## config.mk

```make
export PLATFORM = sky130hd
export DESIGN_NAME = gpio_edge_irq_bank
export DESIGN_NICKNAME = d
export VERILOG_FILES = /design/src/rtl/gpio_irq_pkg.sv /design/src/rtl/gpio_port_swap.sv /design/src/rtl/gpio_edge_detect.sv /design/src/rtl/gpio_status_reg.sv /design/src/rtl/gpio_irq_route.sv /design/src/rtl/gpio_edge_irq_bank.sv
export SDC_FILE = /design/constraint.sdc
export NUM_CORES = 1
export LEC_CHECK = 0
export BUFFER_PORTS_ARGS = -buffer_cell sky130_fd_sc_hd__buf_4
export CELL_PAD_IN_SITES_DETAIL_PLACEMENT = 1
export CELL_PAD_IN_SITES_GLOBAL_PLACEMENT = 2
export CORE_MARGIN = 2
export CORE_UTILIZATION = 42
export DETAILED_ROUTE_END_ITERATION = 10
export HOLD_SLACK_MARGIN = 0.12
export PLACE_DENSITY = 0.95
export SYNTH_ARGS = -nofsm -noshare
export SYNTH_HDL_FRONTEND = slang
export SYNTH_SLANG_ARGS = --single-unit
```

## constraint.sdc

```tcl
create_clock -name clk -period 17.88 [get_ports clk]
set_input_delay 1.788 -clock clk [delete_from_list [all_inputs] [get_ports clk]]
set_output_delay 1.788 -clock clk [all_outputs]
set_load 0.02 [all_outputs]
```

## src/rtl/gpio_irq_pkg.sv

```systemverilog
package gpio_irq_pkg;

  // register word indices (byte address / 4)
  localparam int IDX_DIR   = 0;
  localparam int IDX_DATA  = 1;
  localparam int IDX_STAT  = 2;
  localparam int IDX_MODE  = 3;
  localparam int IDX_ROUTE = 8;

  localparam int MODE_BITS = 2;

  typedef enum logic [2:0] {
    SEL_NONE,
    SEL_DIR,
    SEL_DATA,
    SEL_STAT,
    SEL_MODE,
    SEL_ROUTE
  } reg_sel_e;

endpackage

```

## src/rtl/gpio_port_swap.sv

```systemverilog
module gpio_port_swap #(
  parameter int NUM_PORTS = 4,
  parameter int PORT_W    = 8
) (
  input  logic                          en,
  input  logic [NUM_PORTS*PORT_W-1:0]   din,
  output logic [NUM_PORTS*PORT_W-1:0]   dout
);

  // reverse the order of the port slices when enabled
  for (genvar p = 0; p < NUM_PORTS; p++) begin : g_port
    assign dout[p*PORT_W +: PORT_W] =
      en ? din[(NUM_PORTS-1-p)*PORT_W +: PORT_W] : din[p*PORT_W +: PORT_W];
  end

endmodule

```

## src/rtl/gpio_edge_detect.sv

```systemverilog
module gpio_edge_detect #(
  parameter int NUM_PORTS = 4,
  parameter int PORT_W    = 8
) (
  input  logic                              clk,
  input  logic                              rst_n,
  input  logic                              swap_order,
  input  logic [NUM_PORTS*PORT_W-1:0]       pins,
  input  logic [2*NUM_PORTS*PORT_W-1:0]     mode_flat,
  output logic [NUM_PORTS*PORT_W-1:0]       sync_val,
  output logic [NUM_PORTS*PORT_W-1:0]       edge_ev
);

  localparam int LINES = NUM_PORTS * PORT_W;

  logic [LINES-1:0] s1_q, s2_q, prev_q;
  logic [LINES-1:0] s1_d, s2_d, prev_d;

  always_comb begin
    s1_d   = pins;
    s2_d   = s1_q;
    prev_d = s2_q;
  end

  always_ff @(posedge clk or negedge rst_n) begin
    if (!rst_n) begin
      s1_q   <= '0;
      s2_q   <= '0;
      prev_q <= '0;
    end else begin
      s1_q   <= s1_d;
      s2_q   <= s2_d;
      prev_q <= prev_d;
    end
  end

  assign sync_val = s2_q;

  for (genvar i = 0; i < LINES; i++) begin : g_line
    localparam int POS_NAT = 2 * i;
    localparam int POS_SWP = 2 * (PORT_W * ((i / PORT_W) ^ 1) + (i % PORT_W));
    logic [1:0] fld;
    logic       rise, fall;
    assign fld  = swap_order ? mode_flat[POS_SWP +: 2] : mode_flat[POS_NAT +: 2];
    assign rise = s2_q[i] & ~prev_q[i];
    assign fall = ~s2_q[i] & prev_q[i];
    assign edge_ev[i] = (fld[1] & rise) | (fld[0] & fall);
  end

endmodule

```

## src/rtl/gpio_status_reg.sv

```systemverilog
module gpio_status_reg #(
  parameter int LINES = 32
) (
  input  logic             clk,
  input  logic             rst_n,
  input  logic [LINES-1:0] set_vec,
  input  logic [LINES-1:0] clr_vec,
  output logic [LINES-1:0] status
);

  logic [LINES-1:0] status_q, status_d;

  // a new edge outranks a clearing write on the same bit
  always_comb begin
    status_d = (status_q & ~clr_vec) | set_vec;
  end

  always_ff @(posedge clk or negedge rst_n) begin
    if (!rst_n) status_q <= '0;
    else        status_q <= status_d;
  end

  assign status = status_q;

  p_set_wins_r9: assert property (@(posedge clk) disable iff (!rst_n)
    (|set_vec) |=> ((status_q & $past(set_vec)) == $past(set_vec)));

  p_clear_r8: assert property (@(posedge clk) disable iff (!rst_n)
    (|(clr_vec & ~set_vec)) |=> ((status_q & $past(clr_vec & ~set_vec)) == '0));

  p_hold_r8: assert property (@(posedge clk) disable iff (!rst_n)
    1'b1 |=> ((status_q & ~$past(set_vec | clr_vec)) ==
              ($past(status_q) & ~$past(set_vec | clr_vec))));

endmodule

```

## src/rtl/gpio_irq_route.sv

```systemverilog
module gpio_irq_route #(
  parameter int LINES    = 32,
  parameter int NUM_CPUS = 2
) (
  input  logic                      clk,
  input  logic                      rst_n,
  input  logic [LINES-1:0]          status,
  input  logic [NUM_CPUS*LINES-1:0] mask_flat,
  output logic [NUM_CPUS-1:0]       cpu_irq
);

  logic [NUM_CPUS-1:0] irq_d, irq_q;

  for (genvar c = 0; c < NUM_CPUS; c++) begin : g_cpu
    assign irq_d[c] = |(status & mask_flat[c*LINES +: LINES]);

    p_irq_follow_r10: assert property (@(posedge clk) disable iff (!rst_n)
      1'b1 |=> (irq_q[c] == |($past(status) & $past(mask_flat[c*LINES +: LINES]))));
  end

  always_ff @(posedge clk or negedge rst_n) begin
    if (!rst_n) irq_q <= '0;
    else        irq_q <= irq_d;
  end

  assign cpu_irq = irq_q;

endmodule

```

## src/rtl/gpio_edge_irq_bank.sv

```systemverilog
module gpio_edge_irq_bank
  import gpio_irq_pkg::*;
#(
  parameter int NUM_PORTS = 4,
  parameter int PORT_W    = 8,
  parameter int NUM_CPUS  = 2,
  parameter int ADDR_W    = 6
) (
  input  logic                          clk,
  input  logic                          rst_n,
  input  logic                          swap_order,
  input  logic                          bus_wr,
  input  logic [ADDR_W-1:0]             bus_addr,
  input  logic [NUM_PORTS*PORT_W-1:0]   bus_wdata,
  output logic [NUM_PORTS*PORT_W-1:0]   bus_rdata,
  input  logic [NUM_PORTS*PORT_W-1:0]   gpio_in,
  output logic [NUM_PORTS*PORT_W-1:0]   gpio_out,
  output logic [NUM_PORTS*PORT_W-1:0]   gpio_oe,
  output logic [NUM_CPUS-1:0]           cpu_irq
);

  localparam int LINES      = NUM_PORTS * PORT_W;
  localparam int MODE_WORDS = MODE_BITS;
  localparam int WIDX_W     = ADDR_W - 2;
  localparam logic [WIDX_W-1:0] W_DIR   = WIDX_W'(IDX_DIR);
  localparam logic [WIDX_W-1:0] W_DATA  = WIDX_W'(IDX_DATA);
  localparam logic [WIDX_W-1:0] W_STAT  = WIDX_W'(IDX_STAT);
  localparam logic [WIDX_W-1:0] W_MODE  = WIDX_W'(IDX_MODE);
  localparam logic [WIDX_W-1:0] W_MEND  = WIDX_W'(IDX_MODE + MODE_WORDS);
  localparam logic [WIDX_W-1:0] W_ROUTE = WIDX_W'(IDX_ROUTE);
  localparam logic [WIDX_W-1:0] W_REND  = WIDX_W'(IDX_ROUTE + NUM_CPUS);

  // reset: asserted asynchronously, released on the clock
  logic [1:0] rst_pipe_q;
  logic       rst_n_s;

  always_ff @(posedge clk or negedge rst_n) begin
    if (!rst_n) rst_pipe_q <= 2'b00;
    else        rst_pipe_q <= {rst_pipe_q[0], 1'b1};
  end
  assign rst_n_s = rst_pipe_q[1];

  // address decode
  logic [WIDX_W-1:0] word_idx;
  reg_sel_e          sel;
  int unsigned       sub;

  assign word_idx = bus_addr[ADDR_W-1:2];

  always_comb begin
    sel = SEL_NONE;
    sub = 0;
    if (bus_addr[1:0] != 2'b00) begin
      sel = SEL_NONE;
    end else if (word_idx == W_DIR) begin
      sel = SEL_DIR;
    end else if (word_idx == W_DATA) begin
      sel = SEL_DATA;
    end else if (word_idx == W_STAT) begin
      sel = SEL_STAT;
    end else if (word_idx >= W_MODE && word_idx < W_MEND) begin
      sel = SEL_MODE;
      sub = 32'(word_idx - W_MODE);
    end else if (word_idx >= W_ROUTE && word_idx < W_REND) begin
      sel = SEL_ROUTE;
      sub = 32'(word_idx - W_ROUTE);
    end
  end

  // bus to internal line order
  logic [LINES-1:0] wdata_int;

  gpio_port_swap #(.NUM_PORTS(NUM_PORTS), .PORT_W(PORT_W)) u_wswap (
    .en   (swap_order),
    .din  (bus_wdata),
    .dout (wdata_int)
  );

  // register state
  logic [LINES-1:0]            dir_q, dir_d;
  logic [LINES-1:0]            out_q, out_d;
  logic [MODE_WORDS*LINES-1:0] mode_q, mode_d;
  logic [NUM_CPUS*LINES-1:0]   mask_q, mask_d;
  logic [LINES-1:0]            clr_vec;

  always_comb begin
    dir_d   = dir_q;
    out_d   = out_q;
    mode_d  = mode_q;
    mask_d  = mask_q;
    clr_vec = '0;
    if (bus_wr) begin
      case (sel)
        SEL_DIR:   dir_d = wdata_int;
        SEL_DATA:  out_d = wdata_int;
        SEL_STAT:  clr_vec = wdata_int;
        SEL_MODE:  mode_d[sub*LINES +: LINES] = bus_wdata;
        SEL_ROUTE: mask_d[sub*LINES +: LINES] = wdata_int;
        default:   ;
      endcase
    end
  end

  always_ff @(posedge clk or negedge rst_n_s) begin
    if (!rst_n_s) begin
      dir_q  <= '0;
      out_q  <= '0;
      mode_q <= '0;
      mask_q <= '0;
    end else if (bus_wr) begin
      dir_q  <= dir_d;
      out_q  <= out_d;
      mode_q <= mode_d;
      mask_q <= mask_d;
    end
  end

  assign gpio_out = out_q;
  assign gpio_oe  = dir_q;

  // edge detection, status, routing
  logic [LINES-1:0] sync_val, edge_ev, status;

  gpio_edge_detect #(.NUM_PORTS(NUM_PORTS), .PORT_W(PORT_W)) u_edge (
    .clk        (clk),
    .rst_n      (rst_n_s),
    .swap_order (swap_order),
    .pins       (gpio_in),
    .mode_flat  (mode_q),
    .sync_val   (sync_val),
    .edge_ev    (edge_ev)
  );

  gpio_status_reg #(.LINES(LINES)) u_stat (
    .clk     (clk),
    .rst_n   (rst_n_s),
    .set_vec (edge_ev),
    .clr_vec (clr_vec),
    .status  (status)
  );

  gpio_irq_route #(.LINES(LINES), .NUM_CPUS(NUM_CPUS)) u_route (
    .clk       (clk),
    .rst_n     (rst_n_s),
    .status    (status),
    .mask_flat (mask_q),
    .cpu_irq   (cpu_irq)
  );

  // read path
  logic [LINES-1:0] rd_raw;
  logic             rd_swap;

  always_comb begin
    rd_raw = '0;
    case (sel)
      SEL_DIR:   rd_raw = dir_q;
      SEL_DATA:  rd_raw = (out_q & dir_q) | (sync_val & ~dir_q);
      SEL_STAT:  rd_raw = status;
      SEL_MODE:  rd_raw = mode_q[sub*LINES +: LINES];
      SEL_ROUTE: rd_raw = mask_q[sub*LINES +: LINES];
      default:   rd_raw = '0;
    endcase
  end

  assign rd_swap = swap_order & (sel != SEL_MODE);

  gpio_port_swap #(.NUM_PORTS(NUM_PORTS), .PORT_W(PORT_W)) u_rswap (
    .en   (rd_swap),
    .din  (rd_raw),
    .dout (bus_rdata)
  );

  p_oe_tracks_write_r2: assert property (@(posedge clk) disable iff (!rst_n_s)
    (bus_wr && sel == SEL_DIR) |=> (gpio_oe == $past(wdata_int)));

  p_no_irq_in_reset_r1: assert property (@(posedge clk)
    (!rst_n_s) |=> (status == '0 || !rst_n_s));

endmodule

```

---- Yosys cells after proc, flatten, opt, wreduce, memory -nomap -nowiden ----
Cells that the tools add are included.
storage, ports and cells
  input port bits ......................... 74
  word-level logic and storage cells ...... 331
  output and inout bits ................... 98
  register bits ........................... 324
cells by class
  reduce and logical (&&, ||, !) cells .... 10
  add/sub/neg operators ................... 3
  muxes and demuxes ....................... 57
  bitwise logic cells ..................... 234
  magnitude comparators ................... 4
  equal/unequal tests ..................... 8
  shift-type cells ........................ 5
operators by type and width
  cell                      number
  $mux 27                   6
  $and 32x32->32            5
  $pmux 32 s5               1
  $and 1x1->1               129
  $bwmux 64                 2
  $shiftx 32x34->64         2
  $shiftx 64x33->32         2
  $mux 2                    32
  $mux 32                   2
  $mux 8                    8
  $not 1->1                 64
  $not 32->32               2
  $or 32x32->32             2
  $reduce_or 32->1          2
  $shift 32x34->64 const A  1
  $neg 32->34               1
  $or 1x1->1                32
  $mux 3                    6
  $reduce_and 2->1          4
  $eq 3x2->1 const B        2
  $eq 3x3->1 const B        2
  $sub 4x2->5 const B       1
  $sub 4x4->5 const B       1
  $eq 4x1->1 const B        1
  other kinds (10)          11

---- Longest topological paths before layout ----
Gate-level depths: netlist of the first run.
  depth in word-level cells ............... 14
  mapped depth ............................ 20
  depth with buffers taken out ............ 15

---- Hierarchy ----
Synthesis of the first run repeated with hierarchy kept, for this count alone.
unflattened totals
  cell total of the unflattened synthesis .. 1377
  area total of the unflattened synthesis .. 16633.5 um^2
by module, submodules not included
  module              times used  area an instance (um^2)  seq. area each (um^2)  cells an instance
  gpio_edge_irq_bank  1           10258.6                  4854.7                 902
  gpio_edge_detect    1           3759.9                   2402.3                 263
  gpio_status_reg     1           1161.1                   800.8                  96
  gpio_port_swap      2           544.3                    0.0                    36
  gpio_irq_route      1           365.4                    50.0                   44

---- Least setup slack after synthesis of the first run ----
OpenSTA, ideal clock, no wires.
  path type ............................... in2out
  start point ............................. in bus_addr[3]
  end point ............................... out bus_rdata[0]
  buffers on the path ..................... 3
  stages on the path ...................... 10
  required time ........................... 16092 ps
  setup slack ............................. 11874 ps
  data arrival time ....................... 4218 ps
  path through ............................ buf_2 -> inv_1 -> ha_1 -> or2_2 -> a211oi_4 -> buf_2 -> nand2_1 -> nand2_1 -> buf_2 -> mux2i_1
on the way
  cells in the longest elaborated chain, start to end .. 11
  elaborated cells on any way between the ends .. 34
  those cells by class .................... add/sub: 2; order compare: 4; eq/ne: 8; shift: 2; mux: 14; bitwise: 1; reduce/logical: 3
RTL lines
  item                                               RTL line                                              RTL
  from (decl)                                        gpio_edge_irq_bank.sv:13                              input logic [ADDR_W-1:0] bus_addr,
  $ge 4x4->1 / $lt 4x4->1 (equally long branches)    gpio_edge_irq_bank.sv:64                              end else if (word_idx >= W_ROUTE && word_idx < W_REND) begin
  $logic_and 1x1->1                                  gpio_edge_irq_bank.sv:64
  $mux 27 / $mux 3 (equally long branches)           gpio_edge_irq_bank.sv:64
  $mux 27 / $mux 3 (equally long branches)           gpio_edge_irq_bank.sv:61                              end else if (word_idx >= W_MODE && word_idx < W_MEND) begin
  $mux 27 / $mux 3 (equally long branches)           gpio_edge_irq_bank.sv:59                              end else if (word_idx == W_STAT) begin
  $mux 27 / $mux 3 (equally long branches)           gpio_edge_irq_bank.sv:57                              end else if (word_idx == W_DATA) begin
  $mux 27 / $mux 3 (equally long branches)           gpio_edge_irq_bank.sv:55                              end else if (word_idx == W_DIR) begin
  $mux 27 / $mux 3 (equally long branches)           gpio_edge_irq_bank.sv:53                              if (bus_addr[1:0] != 2'b00) begin
  $shiftx 64x33->32, or another cell as far along    gpio_edge_irq_bank.sv:161                             SEL_ROUTE: rd_raw = mask_q[sub*LINES +: LINES];
  $pmux 32 s5 / $and 1x1->1 (equally long branches)  gpio_edge_irq_bank.sv:156, gpio_edge_irq_bank.sv:166
  $mux 8 *                                           gpio_port_swap.sv:13                                  en ? din[(NUM_PORTS-1-p)*PORT_W +: PORT_W] : din[p*PORT_W +: PORT_W];
  to (decl)                                          gpio_edge_irq_bank.sv:15                              output logic [NUM_PORTS*PORT_W-1:0] bus_rdata,
Every way passes the cells marked *; elsewhere a longest branch is shown, timed or not.

---- Worst setup path after layout of the first run ----
  start point ............................. in bus_addr[2]
  end point ............................... out bus_rdata[19]
Same word-level chain as after synthesis.

==> flow_summary.toml, run 1 <==
[status]
status = "finished, final reports clean"

[die]
die_h_um = 197
die_w_um = 197
pin_count = 172
rows = 70
dieArea_um2 = 38900
coreArea_um2 = 36700
start_util_pct = 42.7

[sta]
fin_crit_ns = 7.50
setup_ws_ns = 10.38
slew_violations = 0
finalSetupViolations = 0
maxSlewHeadroom_pct = 5.93
fin_skew_ns = 0.0244
fin_crit_sh_pct = 41.9
tns_ns = 0
fmax_mhz = 133
finalHoldViolations = 0
worstMarginPinSlew_ns = 1.38
rsz0062_at_grt = "false"

[layout]
multi_input_area_um2 = 6930
final_cell_area_um2 = 18700
area_growth_pct = 19.0
regArea_um2 = 8110
final_util_pct = 50.8
nets = 1668
layout-drive-gt1-share_pct = 20.1
fill_cells = 3920

[logic_synthesis]
synth_compound_area_share_pct = 17.8
syn-cell-area_um2 = 15700
synthSimpleGateAreaFrac_pct = 9.21
synthXorXnorAreaFrac_pct = 0.0559
synth_area_per_cell_um2 = 10.9
synth_edf_count = 0
synth_fa_ha_area_share_pct = 1.04
yosysWarnings = 0
ys_seq_area_share_pct = 51.7
synth.distinct_cells = 67
yosys_most_used_dff = "dfrtp_1"
synth_top_family_by_area = "compound AO/OA/AOI/OAI gates"
syn_nets = 1525
synthMuxAreaShare_pct = 15.7
synthArstFlopShare_pct = 100
netlist_instances = 1438
ys_ff_latch = 324

[clocking]
clockRootBuffer = "clkbuf_16"
cts_sinks = 324
clock_latency_ns = 0.54
tritoncts = "done"
cts_buffers = 37
clk_pin_slew_ns = 0.06
post_cts_buffers = 0
hold_buffers = 0
htree_levels = 2
post_cts_resized = 0
clockBufferDepth = 3

[power]
p_per_area_nw_per_um2 = 107
peakVddDrop_uv = 65.2
total_power_w = 0.00200
p_leak_nw = 8.44

[global_routing]
grtUsageTotal_pct = 31.9
antenna_found_initial = 0
grt_max_degree = 83
met3_usage_pct = 8.86
grt_overflow = 0
grt_pass1_vias = 14114
grt_util_met1_pct = 38.9
grt_util_met2_pct = 51.5
grt_most_used_layer = "met2"
grt_pass1_wl_mm = 91.8

[route]
viasPerCell = 6.36
vias = 13224
drc = 0
drt_first_pass_iters = 6
drt_iter0_markers = 1325
ant_nets = 0
routedWlPerCell_um = 29.5
wl_mm = 61.3

[setup_path]
critPathCaptureType = "primary output"
required_ns = 16.09
crit_type = "in2out"
start_kind = "input pin"
path_max_fanout = 71
worstPathArrival_ns = 5.71

[placement]
place_area_um2 = 17400
gp_congestion = 0.926
place_hpwl_mm = 42.5
numPortBuffers = 171
dp_slack_ns = 10.53

[flow_run]
cap_violations = 0

[hold_path]
hp-class = "reg2async"
-- cell usage after synthesis (2+ instances only) --
| cell | n | area share, % |
|---|---|---|
| nand4_1 | 5 | 0.20 |
| nor2_1 | 41 | 0.98 |
| buf_4 | 8 | 0.38 |
| inv_1 | 71 | 1.7 |
| nor4bb_1 | 3 | 0.19 |
| or4_1 | 2 | 0.096 |
| nand3_1 | 41 | 1.3 |
| buf_6 | 4 | 0.29 |
| o311ai_1 | 4 | 0.22 |
| nor3_1 | 33 | 1.1 |
| a22oi_1 | 25 | 1.2 |
| mux2_2 | 8 | 0.57 |
| o311ai_0 | 29 | 1.6 |
| mux2i_1 | 161 | 10 |
| o2bb2ai_1 | 32 | 1.8 |
| mux2_1 | 28 | 2.0 |
| a21oi_1 | 67 | 2.1 |
| nand4b_1 | 2 | 0.11 |
| o21ai_0 | 169 | 5.4 |
| buf_1 | 6 | 0.14 |
| a211oi_1 | 2 | 0.096 |
| nand2b_1 | 34 | 1.4 |
| a221oi_1 | 4 | 0.22 |
| buf_2 | 12 | 0.38 |
| o2111ai_1 | 31 | 1.7 |
| nand3b_1 | 2 | 0.096 |
| nor3_2 | 2 | 0.13 |
| clkbuf_1 | 64 | 1.5 |
| nor4b_2 | 2 | 0.19 |
| ha_1 | 13 | 1.0 |
| nor2b_1 | 2 | 0.080 |
| a211o_1 | 3 | 0.17 |
| dfrtp_1 | 324 | 52 |
| or3_1 | 2 | 0.080 |
| a22o_1 | 5 | 0.28 |
| mux2_4 | 30 | 2.9 |
| or2_2 | 3 | 0.12 |
| a2111oi_0 | 32 | 1.8 |
| nand2_1 | 104 | 2.5 |
-- per-layer routing --
| layer | part of all wire, % | wire length [um] | vias up |
|---|---|---|---|
| met2 | 47 | 28600 | 668 |
| met3 | 9.4 | 5780 | 201 |
| met4 | 5.9 | 3600 | 0 |
| li1 | - | - | 5587 |
| met5 | 0 | 0 | - |
| met1 | 38 | 23400 | 6768 |
-- area by class of cell --
cell class,count,area share [%]
diodes,1,0.0134
well taps,468,3.14
inverters,71,1.43
clock inverters,9,0.550
repair buffers,198,7.97
multi-input cells,949,37.2
flip-flops and latches,324,43.5
clock buffers,58,6.26
-- power breakdown --
part	internal, W	total, W	switching [W]
Clock	0.000478	0.000790	0.000312
Combinational	0.000128	0.000303	0.000175
Sequential	0.000804	0.000909	0.000106
-- critical path, stage by stage --
cell	delay [ns]
buf_4	0.16
inv_1	0.12
ha_1	0.25
nor3b_2	0.45
a211oi_4	0.08
buf_4	0.41
o211ai_2	0.18
buf_4	0.48
nor3_1	0.14
a2111oi_1	1.21
mux2i_1	0.19
buf_4	0.23
-- logic make-up after synthesis --
logic type / Yosys count
AO/OA/AOI/OAI: 418
XOR/XNOR: 1
adder cells (fa/ha/maj): 13
buffers and inverters: 165
flip-flops: 324
multiplexers: 227
other: 1
AND/OR/NAND/NOR: 289
-- flip-flops by register name (all words and copies together), names as in the netlist, 32 cells and up --
| signal | count |
|---|---|
| u_edge.prev_q | 32 |
| gpio_out | 32 |
| u_edge.sync_val | 32 |
| mode_q | 64 |
| gpio_oe | 32 |
| u_stat.status | 32 |
| mask_q | 64 |
| u_edge.s1_q | 32 |
-- through the flow --
| step | hold WS, ns | instances |
|---|---|---|
| final | 0.321 | 2078 |
| after CTS | 0.344 | 2077 |
| after global placement | 0.334 | 2010 |
| after detailed placement | 0.336 | 2010 |
| after floorplan | 0.331 | 1438 |
| after global routing | 0.351 | 2077 |
-- cells in the final DEF (no fill, tap or decap), types with 3 or more instances in the layout --
cell / instances
or2_2: 3
nor4bb_1: 3
o311ai_0: 29
mux2_2: 8
mux2_4: 30
nor3_1: 33
o311ai_1: 3
nand2_1: 101
clkbuf_16: 39
buf_4: 198
a21oi_1: 66
inv_1: 71
nand2b_1: 34
o2bb2ai_1: 32
a221oi_1: 4
dfrtp_1: 323
a2111oi_1: 9
o21ai_0: 169
a2111oi_0: 24
ha_1: 13
mux2_1: 28
mux2i_1: 161
nand4_1: 5
clkinv_2: 5
a22oi_1: 25
a22o_1: 5
nor2_1: 41
nand3_1: 40
clkbuf_8: 12
o2111ai_1: 31
clkbuf_1: 7
nand2_2: 4
-- worst paths after layout --
| path | startpoint | slack, ns | end | depth (start not counted) |
|---|---|---|---|---|
| max in group asynchronous | rst_pipe_q[1] | 14.51 | u_edge.s1_q[5] | 3 |
| setup / recovery | bus_addr[2] | 10.38 | bus_rdata[19] | 12 |
| hold / removal | rst_pipe_q[1] | 0.32 | u_edge.s1_q[0] | 0 |
| hold reg to reg | rst_pipe_q[1] | 0.32 | u_edge.s1_q[0] | 0 |
| setup reg to reg | rst_pipe_q[1] | 14.51 | u_edge.s1_q[5] | 3 |
| min in group clk | u_edge.s1_q[5] | 0.35 | u_edge.sync_val[5] | 0 |
(Power assumes the default switching activity.)
==> inputs of run 2 (changes only) <==
--- a/config.mk
+++ b/config.mk
@@ -5,14 +5,15 @@
 export SDC_FILE = /design/constraint.sdc
 export NUM_CORES = 1
 export LEC_CHECK = 0
+export ABC_AREA = 1
 export BUFFER_PORTS_ARGS = -buffer_cell sky130_fd_sc_hd__buf_4
 export CELL_PAD_IN_SITES_DETAIL_PLACEMENT = 1
 export CELL_PAD_IN_SITES_GLOBAL_PLACEMENT = 2
 export CORE_MARGIN = 2
-export CORE_UTILIZATION = 42
+export CORE_UTILIZATION = 32
 export DETAILED_ROUTE_END_ITERATION = 10
 export HOLD_SLACK_MARGIN = 0.12
-export PLACE_DENSITY = 0.95
+export PLACE_DENSITY = 0.87
 export SYNTH_ARGS = -nofsm -noshare
 export SYNTH_HDL_FRONTEND = slang
 export SYNTH_SLANG_ARGS = --single-unit
==> constraint.sdc (replaced) <==
create_clock -name clk -period 6.7 [get_ports clk]
set_input_delay 0.67 -clock clk [delete_from_list [all_inputs] [get_ports clk]]
set_output_delay 0.67 -clock clk [all_outputs]
set_load 0.02 [all_outputs]
==> run 2 against run 1 <==
Net effect: cell count is 42% higher; first-iteration DRC count is 6.9% higher; non-clock buffer count rose by 7; synthesized cell count is 48% higher; core utilization decreased by 12 points; critical path depth is 5 higher; setup slack got worse by 8.4 ns; register-to-register slack got worse by 9.7 ns; sequential share of layout area decreased by 2.3 points; via count rose by 22%; die area grew 38%; highest routed layer is now met5.
==> flow_summary.toml, run 2 <==
[power]
p_leak_nw = 9.70
p_int_w = 0.00372
peakVddDrop_uv = 174
p_per_area_nw_per_um2 = 283
p_switching_w = 0.00185
p_clk_share_pct = 37.3
swShare_pct = 33.2
p_comb_share_pct = 19.7
p_seq_share_pct = 43.0

[setup_path]
worstPathArrival_ns = 4.04
worst-r2r-setup-slack_ns = 4.80
cp.depth = 17
timing.rr.end = "gpio_oe[29]"
critPathTopFamily = "simple AND/OR/NAND/NOR gates"
ff2ff_path_depth = 1
start_kind = "input pin"
max_stage_delay_ns = 0.67
worstPathCellList = "buf_4 -> inv_1 -> ha_1 -> inv_1 -> a21oi_1 -> nand2_2 -> nand2_1 -> nand2_1 -> nand2_1 -> inv_1 -> nand2_1 -> nand2_1 -> a21oi_1 -> nand2_1 -> nand2_1 -> nand2_1 -> buf_4"
crit_type = "in2out"
critPathBufInv = 5
critPathCaptureType = "primary output"
critPathSlowestCell = "inv_1"
required_ns = 6.03
r2r_start = "rst_pipe_q[1]"
path_max_fanout = 23
cpMostUsedCell = "nand2_1"

[global_routing]
antenna_found_initial = 7
grt_overflow = 0
grt_pass1_wl_mm = 107
grt_max_degree = 159
grtUsageTotal_pct = 27.2
grt_pass1_vias = 16288

[route]
drt_iter0_markers = 1416
routedWlPerCell_um = 24.7
ant_nets = 0
vias = 16136
wl_mm = 73.1
drt_first_pass_iters = 6
drc = 0
viasPerCell = 5.46

[status]
status = "finished, final reports clean"

[logic_synthesis]
yosys-top-cells-area = "dfrtp_1 49%, nand2_1 16%, inv_1 6.8%"
syn_nets = 2210
yosys.area.top_type_share_pct = 48.8
synth.most_common_cell = "nand2_1"
syn-cell-area_um2 = 16600
netlist_instances = 2123
synthArstFlopShare_pct = 100
synth.distinct_cells = 37
yosys-top-cells-count = "701 x nand2_1, 324 x dfrtp_1, 300 x inv_1, 192 x o21ai_0, 99 x nand4_1"
synth_top_area_cell = "dfrtp_1"
ys_seq_area_share_pct = 48.8
synth_edf_count = 0
yosys_most_used_dff = "dfrtp_1"
yosysWarnings = 0
ys_ff_latch = 324
synth_area_per_cell_um2 = 7.82

[clocking]
hold_buffers = 1
clk_pin_slew_ns = 0.06
htree_levels = 2
cts_sinks = 324
cts_buffers = 39
tritoncts = "done"
post_cts_buffers = 0
clockRootBuffer = "clkbuf_16"
post_cts_resized = 0
clock_latency_ns = 0.56
clockBufferDepth = 3

[die]
coreArea_um2 = 51300
die_h_um = 232
rows = 83
dieArea_um2 = 53700
die_w_um = 232
start_util_pct = 32.4
pin_count = 172

[layout]
area_growth_pct = 18.6
final_util_pct = 38.4
nets = 2335
fill_cells = 6222
final_cell_mix = "699 x nand2_1, 323 x dfrtp_1, 299 x inv_1"
final_common_cell = "nand2_1"
largestRegisters = "mask_q (64), mode_q (64)"
layout-drive-gt1-share_pct = 12.8

[sta]
fin_skew_ns = 0.0150
maxSlewHeadroom_pct = 5.67
fin_crit_ns = 4.71
fin_crit_sh_pct = 70.3
tns_ns = 0
finalHoldViolations = 0
finalSetupViolations = 0
worstMarginPinSlew_ns = 1.40
rsz0062_at_grt = "false"
slew_violations = 0
fmax_mhz = 212

[hold_path]
min_path_cells = 1
holdCritStartpoint = "gpio_in[29]"
hp-class = "in2reg"
whs_endpoint = "u_edge.s1_q[29]"

[placement]
numPortBuffers = 171
gp_congestion = 0.919
place_hpwl_mm = 54.9

[flow_run]
cap_violations = 0
## run 2: changes by cell type after synthesis, moves of 31 or more
cell	change
inv_1	+229
nand2b_1	-34
nand2_1	+597
mux2i_1	-161
o2bb2ai_1	-32
o211ai_1	+42
nand4_1	+94
o21ai_1	+31
a2111oi_0	-32
o31ai_1	+32
a211oi_1	+37
## run 2: worst max-delay path by stage
| stage | end | slack, ns | from |
|---|---|---|---|
| floorplan | gpio_oe[0] | 1.40 | rst_pipe_q[1] |
| global placement | mode_q[49] | 1.88 | bus_addr[2] |
| detailed placement | mask_q[31] | 1.70 | bus_addr[2] |
| CTS | bus_rdata[30] | 2.01 | bus_addr[2] |
| global route | bus_rdata[30] | 1.88 | bus_addr[2] |
| finish | bus_rdata[30] | 1.99 | bus_addr[2] |
## run 2: routing by layer
layer | part of all wire, % | wire length [um] | global-route usage (%)
met1 | 44 | 31900 | 37.0
met2 | 42 | 31000 | 40.0
met3 | 9.7 | 7060 | 8.25
met4 | 4.1 | 3010 | 11.0
met5 | 0.073 | 53 | 0
## run 2: power by group through the flow
stage	sequential (W)	combinational, W	clock, W
2_1_floorplan	0.00245	0.000507	0
3_3_place_gp	0.00242	0.00107	0
3_5_place_dp	0.00242	0.00110	0
4_1_cts	0.00239	0.00110	0.00211
5_1_grt	0.00242	0.00121	0.00219
6_report	0.00240	0.00110	0.00208
## run 2: cells by family after synthesis
kind of cell / share of synthesized area, %
simple gates: 23.4
compound gates: 16.4
buf+inv: 10.3
flops: 48.8
fa+ha+maj: 0.980
xor+xnor: 0.0528
other cells: 0.0226
## run 2: metrics by stage
stage	setup slack, ns	instance area [um^2]	power [W]	std cells	hold WS, ns
after floorplan	1.40	16600	0.00295	2123	0.331
after global placement	1.88	18500	0.00348	2886	0.333
after detailed placement	1.70	18500	0.00352	2886	0.336
after CTS	2.01	19700	0.00560	2953	0.196
after global routing	1.88	19700	0.00581	2953	0.201
final	1.99	19700	0.00558	2955	0.217
## run 2: area by class of cell
class / instances / area [um^2] / area share [%]
timing repair buffer: 205 / 1570 / 7.95
multi-input combinational: 1373 / 6810 / 34.6
clock inverter: 12 / 119 / 0.603
tap: 680 / 851 / 4.32
clock buffer: 54 / 1090 / 5.55
inverter: 305 / 1140 / 5.81
sequential: 324 / 8110 / 41.2
antenna: 2 / 5.00 / 0.0254
